<file path="config.mk">
export PLATFORM = sky130hd
export DESIGN_NAME = stream_lane_converter
export DESIGN_NICKNAME = d
export VERILOG_FILES = /design/src/rtl/lane_conv_pkg.sv /design/src/rtl/lane_packer.sv /design/src/rtl/lane_splitter.sv /design/src/rtl/stream_lane_converter.sv
export SDC_FILE = /design/constraint.sdc
export NUM_CORES = 1
export LEC_CHECK = 0
export ABC_CLOCK_PERIOD_IN_PS = 2950
export CAP_MARGIN = 5
export CORE_MARGIN = 4
export CORE_UTILIZATION = 25
export CTS_BUF_LIST = sky130_fd_sc_hd__clkbuf_2
export CTS_CLUSTER_SIZE = 30
export DETAILED_ROUTE_END_ITERATION = 8
export GPL_ROUTABILITY_DRIVEN = 0
export MAX_ROUTING_LAYER = met4
export PLACE_DENSITY = 0.49
export SYNTH_ARGS = -nofsm -noshare
export SYNTH_HDL_FRONTEND = slang
export SYNTH_SLANG_ARGS = --single-unit
</file>
<file path="constraint.sdc">
create_clock -name clk -period 2.95 [get_ports clk]
set_input_delay 0.7375 -clock clk [delete_from_list [all_inputs] [get_ports clk]]
set_output_delay 0.7375 -clock clk [all_outputs]
set_load 0.03 [all_outputs]
</file>
<file path="src/rtl/lane_conv_pkg.sv">
package lane_conv_pkg;

  typedef enum logic [1:0] {
    CONV_PASS,
    CONV_PACK,
    CONV_SPLIT
  } conv_mode_e;

  function automatic conv_mode_e pick_mode(input int in_lanes, input int out_lanes);
    if (in_lanes == out_lanes) return CONV_PASS;
    if (in_lanes < out_lanes) return CONV_PACK;
    return CONV_SPLIT;
  endfunction

endpackage

</file>
<file path="src/rtl/lane_packer.sv">
module lane_packer #(
  parameter int LANE_W       = 8,
  parameter int NARROW_LANES = 2,
  parameter int RATIO        = 4,
  parameter int USER_W       = 2
) (
  input  logic                                 clk,
  input  logic                                 rst_n,
  input  logic [NARROW_LANES*LANE_W-1:0]       s_data,
  input  logic [NARROW_LANES-1:0]              s_keep,
  input  logic                                 s_valid,
  output logic                                 s_ready,
  input  logic                                 s_last,
  input  logic [USER_W-1:0]                    s_user,
  output logic [NARROW_LANES*RATIO*LANE_W-1:0] m_data,
  output logic [NARROW_LANES*RATIO-1:0]        m_keep,
  output logic                                 m_valid,
  input  logic                                 m_ready,
  output logic                                 m_last,
  output logic [USER_W-1:0]                    m_user
);
  localparam int SEG_W      = NARROW_LANES * LANE_W;
  localparam int WIDE_LANES = NARROW_LANES * RATIO;
  localparam int IDX_W      = (RATIO > 1) ? $clog2(RATIO) : 1;

  logic [WIDE_LANES*LANE_W-1:0] data_q, data_n;
  logic [WIDE_LANES-1:0]        keep_q, keep_n;
  logic [USER_W-1:0]            user_q;
  logic                         last_q, valid_q;
  logic [IDX_W-1:0]             idx_q;
  logic                         take, emit, closing;

  assign s_ready = !valid_q || m_ready;
  assign take    = s_valid && s_ready;
  assign emit    = valid_q && m_ready;
  assign closing = take && (s_last || (idx_q == IDX_W'(RATIO - 1)));

  always_comb begin
    data_n = emit ? '0 : data_q;
    keep_n = emit ? '0 : keep_q;
    if (take) begin
      data_n[idx_q*SEG_W +: SEG_W]               = s_data;
      keep_n[idx_q*NARROW_LANES +: NARROW_LANES] = s_keep;
    end
  end

  always_ff @(posedge clk) begin
    if (!rst_n) begin
      data_q  <= '0;
      keep_q  <= '0;
      user_q  <= '0;
      last_q  <= 1'b0;
      valid_q <= 1'b0;
      idx_q   <= '0;
    end else begin
      data_q <= data_n;
      keep_q <= keep_n;
      if (take) begin
        user_q <= s_user;
        last_q <= s_last;
        idx_q  <= closing ? '0 : idx_q + 1'b1;
      end
      if (closing)   valid_q <= 1'b1;
      else if (emit) valid_q <= 1'b0;
    end
  end

  assign m_data  = data_q;
  assign m_keep  = keep_q;
  assign m_valid = valid_q;
  assign m_last  = last_q;
  assign m_user  = user_q;
endmodule

</file>
<file path="src/rtl/lane_splitter.sv">
module lane_splitter #(
  parameter int LANE_W       = 8,
  parameter int NARROW_LANES = 2,
  parameter int RATIO        = 4,
  parameter int USER_W       = 2
) (
  input  logic                                 clk,
  input  logic                                 rst_n,
  input  logic [NARROW_LANES*RATIO*LANE_W-1:0] s_data,
  input  logic [NARROW_LANES*RATIO-1:0]        s_keep,
  input  logic                                 s_valid,
  output logic                                 s_ready,
  input  logic                                 s_last,
  input  logic [USER_W-1:0]                    s_user,
  output logic [NARROW_LANES*LANE_W-1:0]       m_data,
  output logic [NARROW_LANES-1:0]              m_keep,
  output logic                                 m_valid,
  input  logic                                 m_ready,
  output logic                                 m_last,
  output logic [USER_W-1:0]                    m_user
);
  localparam int SEG_W      = NARROW_LANES * LANE_W;
  localparam int WIDE_LANES = NARROW_LANES * RATIO;
  localparam int IDX_W      = (RATIO > 1) ? $clog2(RATIO) : 1;

  logic [WIDE_LANES*LANE_W-1:0] hold_data;
  logic [WIDE_LANES-1:0]        hold_keep;
  logic [USER_W-1:0]            hold_user;
  logic                         hold_last, hold_valid;
  logic [IDX_W-1:0]             idx_q;

  logic [RATIO-1:0] nz_hold, nz_in;
  logic [IDX_W-1:0] next_idx, first_idx;
  logic             has_next, any_in, take, give;

  always_comb begin
    for (int j = 0; j < RATIO; j++) begin
      nz_hold[j] = |hold_keep[j*NARROW_LANES +: NARROW_LANES];
      nz_in[j]   = |s_keep[j*NARROW_LANES +: NARROW_LANES];
    end
    has_next  = 1'b0;
    next_idx  = idx_q;
    any_in    = 1'b0;
    first_idx = '0;
    for (int j = RATIO - 1; j >= 0; j--) begin
      if (nz_hold[j] && (j > int'(idx_q))) begin
        has_next = 1'b1;
        next_idx = IDX_W'(j);
      end
      if (nz_in[j]) begin
        any_in    = 1'b1;
        first_idx = IDX_W'(j);
      end
    end
  end

  assign s_ready = !hold_valid || (m_ready && !has_next);
  assign take    = s_valid && s_ready;
  assign give    = hold_valid && m_ready;

  always_ff @(posedge clk) begin
    if (!rst_n) begin
      hold_data  <= '0;
      hold_keep  <= '0;
      hold_user  <= '0;
      hold_last  <= 1'b0;
      hold_valid <= 1'b0;
      idx_q      <= '0;
    end else if (take) begin
      hold_data  <= s_data;
      hold_keep  <= s_keep;
      hold_user  <= s_user;
      hold_last  <= s_last;
      hold_valid <= any_in || s_last;
      idx_q      <= first_idx;
    end else if (give) begin
      if (has_next) idx_q <= next_idx;
      else          hold_valid <= 1'b0;
    end
  end

  assign m_data  = hold_data[idx_q*SEG_W +: SEG_W];
  assign m_keep  = hold_keep[idx_q*NARROW_LANES +: NARROW_LANES];
  assign m_valid = hold_valid;
  assign m_last  = hold_last && !has_next;
  assign m_user  = hold_user;
endmodule

</file>
<file path="src/rtl/stream_lane_converter.sv">
module stream_lane_converter
  import lane_conv_pkg::*;
#(
  parameter int LANE_W    = 8,
  parameter int IN_LANES  = 2,
  parameter int OUT_LANES = 8,
  parameter int USER_W    = 2
) (
  input  logic                        clk,
  input  logic                        rst_n,
  input  logic [IN_LANES*LANE_W-1:0]  s_data,
  input  logic [IN_LANES-1:0]         s_keep,
  input  logic                        s_valid,
  output logic                        s_ready,
  input  logic                        s_last,
  input  logic [USER_W-1:0]           s_user,
  output logic [OUT_LANES*LANE_W-1:0] m_data,
  output logic [OUT_LANES-1:0]        m_keep,
  output logic                        m_valid,
  input  logic                        m_ready,
  output logic                        m_last,
  output logic [USER_W-1:0]           m_user
);
  localparam conv_mode_e MODE = pick_mode(IN_LANES, OUT_LANES);
  localparam int NARROW = (IN_LANES < OUT_LANES) ? IN_LANES : OUT_LANES;
  localparam int WIDE   = (IN_LANES < OUT_LANES) ? OUT_LANES : IN_LANES;
  localparam int RATIO  = WIDE / NARROW;

  if (WIDE % NARROW != 0) begin : g_bad_ratio
    $error("lane counts must be whole multiples of each other");
  end

  if (MODE == CONV_PASS) begin : g_pass
    assign m_data  = s_data;
    assign m_keep  = s_keep;
    assign m_valid = s_valid;
    assign m_last  = s_last;
    assign m_user  = s_user;
    assign s_ready = m_ready;
  end else if (MODE == CONV_PACK) begin : g_pack
    lane_packer #(
      .LANE_W(LANE_W), .NARROW_LANES(NARROW), .RATIO(RATIO), .USER_W(USER_W)
    ) u_pack (
      .clk(clk), .rst_n(rst_n),
      .s_data(s_data), .s_keep(s_keep), .s_valid(s_valid), .s_ready(s_ready),
      .s_last(s_last), .s_user(s_user),
      .m_data(m_data), .m_keep(m_keep), .m_valid(m_valid), .m_ready(m_ready),
      .m_last(m_last), .m_user(m_user)
    );
  end else begin : g_split
    lane_splitter #(
      .LANE_W(LANE_W), .NARROW_LANES(NARROW), .RATIO(RATIO), .USER_W(USER_W)
    ) u_split (
      .clk(clk), .rst_n(rst_n),
      .s_data(s_data), .s_keep(s_keep), .s_valid(s_valid), .s_ready(s_ready),
      .s_last(s_last), .s_user(s_user),
      .m_data(m_data), .m_keep(m_keep), .m_valid(m_valid), .m_ready(m_ready),
      .m_last(m_last), .m_user(m_user)
    );
  end
endmodule

</file>
# Word level (Yosys, flattened, before mapping)
# Index checks and enable logic that the tools add are counted.
[totals]
register_bits = 78
latch_bits = 0
ram_bits = 0
rom_bits = 0
input_bits = 25
out_inout_bits = 77
elab_cells = 30
n_memories = 0
[op_classes]
add_sub_neg = 3
mul = 0
div_mod_pow = 0
order_cmp = 0
eq_ne = 1
shift = 4
mux = 9
n_bitwise = 0
n_reduce_logical = 7
[ops]
columns = ["op", "count"]
rows = [
  ["$mux 64", 2],
  ["$bwmux 64", 1],
  ["$shift 16x34->64 const A", 1],
  ["$shiftx 16x34->64", 1],
  ["$neg 3->34", 1],
  ["$neg 6->34", 1],
  ["$shift 2x34->8 const A", 1],
  ["$shiftx 2x34->8", 1],
  ["$mux 8", 2],
  ["$bwmux 8", 1],
  ["$logic_and 1x1->1", 3],
  ["$add 2x1->2 const B", 1],
  ["$eq 2x2->1 const B", 1],
  ["$logic_or 1x1->1", 2],
  ["$mux 1", 2],
  ["$mux 2", 1],
  ["$reduce_bool 2->1", 1],
  ["$logic_not 1->1", 1],
]

# Logic depth before layout (Yosys ltp)
[logic_depth]
ltp_word = 5
ltp_mapped = 7

# Least setup slack after synthesis
# No wires, ideal clock.
[synth_path]
path_kind = "input-to-output"
startpoint = "input m_ready"
endpoint = "output s_ready"
arrival_time_ns = 1.338
slack_ns = 0.874
cell_stages = 3
path_buffers = 1
path_cell_list = "nor2b_2 inv_2 clkbuf_1"
[synth_via]
elab_chain_cells = 1
[synth_rtl]
columns = ["item", "line", "text"]
rows = [
  ["from (decl)", "stream_lane_converter.sv:20", "input logic m_ready,"],
  ["$logic_or 1x1->1", "lane_packer.sv:33", "assign s_ready = !valid_q || m_ready;"],
  ["to (decl)", "stream_lane_converter.sv:14", "output logic s_ready,"],
]
# Every way passes these cells.

# Final worst setup path
# Same ends and word-level chain as after synthesis.

==> metrics.md <==
| Metric | Value |
|---|---|
| Warning count from the yosys run | 0 |
| Final worst-path cycle share | 93.6% |
| R2r setup slk | 0.77 ns |
| Worst Skew | 0.0337 ns |
| Max transition margin | 62.4% |
| Worst-Margin Slew | 0.561 ns |
| RSZ-0062 raised after global routing | no |
| Total wire length | 10.8 mm |
| WL/cell | 17.8 um |
| Seq cells post-synth | 78 |
| ANT nets after route | 0 |
| Vias | roughly 3,000 |
| Max Freq | 0.362 GHz |
| Mapped Area | roughly 3300 sq um |
| Mapped Cells | 334 |
| First-pass GRT wire length | ~17 mm |
| Area Growth Syn to Fin | 39.9% |
| Post-Syn Nets | between 300 and 400 |
| Share of layout cells above drive strength 1 | 16.6% |
| # fillers | 1,369 |
| Area of the die | ~15,000 sq um |
| Worst vdd ir | between 0.1 and 0.15 mV |
| Clock latency on the worst-skew pair | 0.55 ns |
| Number of global-route vias before repair | 3,020 |
| Top_reg_cell synth | dfxtp_1 |
| Hold_buf cts | 0 |
| Fin. Hold Viols | 0 |
| Root Driver | clkbuf_2 |
| Routed vias/inst | 4.95 |
| TritonCTS clock tree | built |
| Initial antenna violation count | 1 |
| Post-CTS sizing | 0 |
| Fin nets | roughly 460 |
| Pin count of the biggest net entering global routing | 63 |
| CP Max Fanout | 2 |
| Worst EP arrival | 2.02 ns |
| Worst setup SP type | primary input |
| DPL Wire Length | 7.41 mm |
| Critical path required time | 2.21 ns |
| # H-tree levels | 3 |
| Synth cell types | 28 |
| # setup viols final | 0 |
| Pins Over Slew Limit | 0 |
| CP Class | in -> out |
| Total GRT Usage | between 15 and 20% |
| DRT iter0 DRCs | 181 |
| Syn Area/Cell | around 9.8 sq um |
| Seq/Total Area, Yosys | 47.8% |
| Grt total ovfl | 0 |
| Setup TNS Final | 0 ns |
| I/O Buffers | slightly above 100 |
| Setup Buffers After CTS | 0 |
| DRC Markers | 0 |
| CTS clk-pin slew, worst paths | 0.20 ns |
| Number of enable flip-flop cells after synthesis | 0 |
| Core area | 12,700 sq um |
| Crit. End Element | output port |
| Die Y | 122 um |
| Async set-reset flop share out of synthesis | 0% |
| Crit path time final | 2.76 ns |
| Leak pwr | ~0.0015 uW |
| Drt first pass iters | 5 |
| Initial Util | 25.7% |
| Sinks on Clock Net | a little under 80 |
| PD cells | 432 nW/um^2 |
| Hold Crit Class | reg -> reg |
| Finished Cell Area | about 4600 sq um |
| Deepest clock path buffer count | 2 |
| Num CTS Buffers | 9 |
| Die W | around 120 um |
| Outcome | completed |
| Placement Cell Area | about 4500 sq um |
| Max Cap Viol | 0 |
| Row cnt | roughly 40 |
| # IOs | 102 |
-- state kept, by name, summed over array words and instances, names as in the netlist --
name	cells
g_pack.u_pack.m_data	64
g_pack.u_pack.m_user	2
g_pack.u_pack.m_last	1
g_pack.u_pack.idx_q	2
g_pack.u_pack.m_valid	1
g_pack.u_pack.m_keep	8
-- cell type report --
cell class / instances / area [sq um] / share of cell area, %
Antenna cell: 1 / 2.50 / 0.0548
Inverter: 4 / 15.0 / 0.329
Clock buffer: 11 / 55.1 / 1.20
Multi-Input combinational cell: 216 / 1510 / 33.0
Timing Repair Buffer: 119 / 1150 / 25.2
Sequential cell: 78 / 1560 / 34.2
Tap cell: 172 / 215 / 4.71
Clock inverter: 5 / 58.8 / 1.29
-- path summary, 6_finish.rpt --
check | cells after the start | to | startpoint
min | 2 | g_pack.u_pack.m_last$_SDFFE_PN0P_ | g_pack.u_pack.m_last$_SDFFE_PN0P_
max | 4 | s_ready | m_ready
min reg2reg | 2 | g_pack.u_pack.m_last$_SDFFE_PN0P_ | g_pack.u_pack.m_last$_SDFFE_PN0P_
max reg2reg | 6 | g_pack.u_pack.m_keep[7]$_SDFF_PN0_ | g_pack.u_pack.idx_q[0]$_SDFFE_PN0P_
-- Yosys cell counts (all sizes together) (2+ instances only) --
cell	n	share of area, %
inv	4	0.46
clkbuf	18	2.1
a21boi	18	4.1
nand3	64	9.8
nand4	16	3.4
nor2	3	0.34
o21ai	6	0.92
dfxtp	78	48
and3	2	0.38
and2	2	0.38
o22ai	60	17
buf	18	3.6
ha	5	1.9
nand2	21	2.4
o211ai	12	2.8
-- worst max-delay path, stage by stage --
cell,delay (ns)
clkdlybuf4s50_1,0.51
nor2b_2,0.07
inv_2,0.05
clkdlybuf4s50_1,0.66
-- report_power, final --
part | switching [uW] | internal, uW
sequential | 12.9 | 1080
clock | 411 | 204
combinational | 163 | 108
-- through the flow --
| step | std cells | utilization (%) | total power, uW | setup WS (ns) | hold WS (ns) |
|---|---|---|---|---|---|
| final | 606 | 35.9 | 1970 | 0.188 | 0.488 |
| after floorplan | 334 | - | 1260 | 0.874 | 0.481 |
| after global routing | 606 | 35.9 | 2060 | 0.121 | 0.511 |
| after detailed placement | 589 | 35.0 | 1380 | 0.185 | 0.468 |
| after global placement | 589 | 35.0 | 1380 | 0.188 | 0.466 |
| after CTS | 605 | 35.9 | 2000 | 0.178 | 0.492 |
-- layer usage --
metal | routed length, um | vias up | global-route usage (%)
met1 | 4980 | 1474 | 20.3
li1 | - | 1444 | -
met3 | 458 | 11 | 2.30
met2 | 5200 | 72 | 23.7
met5 | 0 | - | -
met4 | 153 | 0 | 5.46
-- cells by family after synthesis --
logic type      after synthesis  synth area share, %
compound gates               96                 24.9
fa+ha+maj                     5                 1.92
buf+inv                      40                 6.09
flops                        78                 47.8
simple gates                115                 19.3
-- layout by cell type (no fill, tap or decap), types with 2 or more instances in the layout --
cell type,count
clkdlybuf4s50_1,100
dfxtp_1,78
nand3_1,64
o22ai_1,31
o22ai_2,29
nand2_1,20
a21boi_1,17
buf_4,17
nand4_1,14
o211ai_1,12
clkbuf_2,11
o21ai_0,6
ha_1,5
inv_1,3
nor2_1,3
and2_1,2
and3_1,2
nand4_2,2
clkinvlp_4,2
No activity file was read; power rests on OpenSTA's default activity.
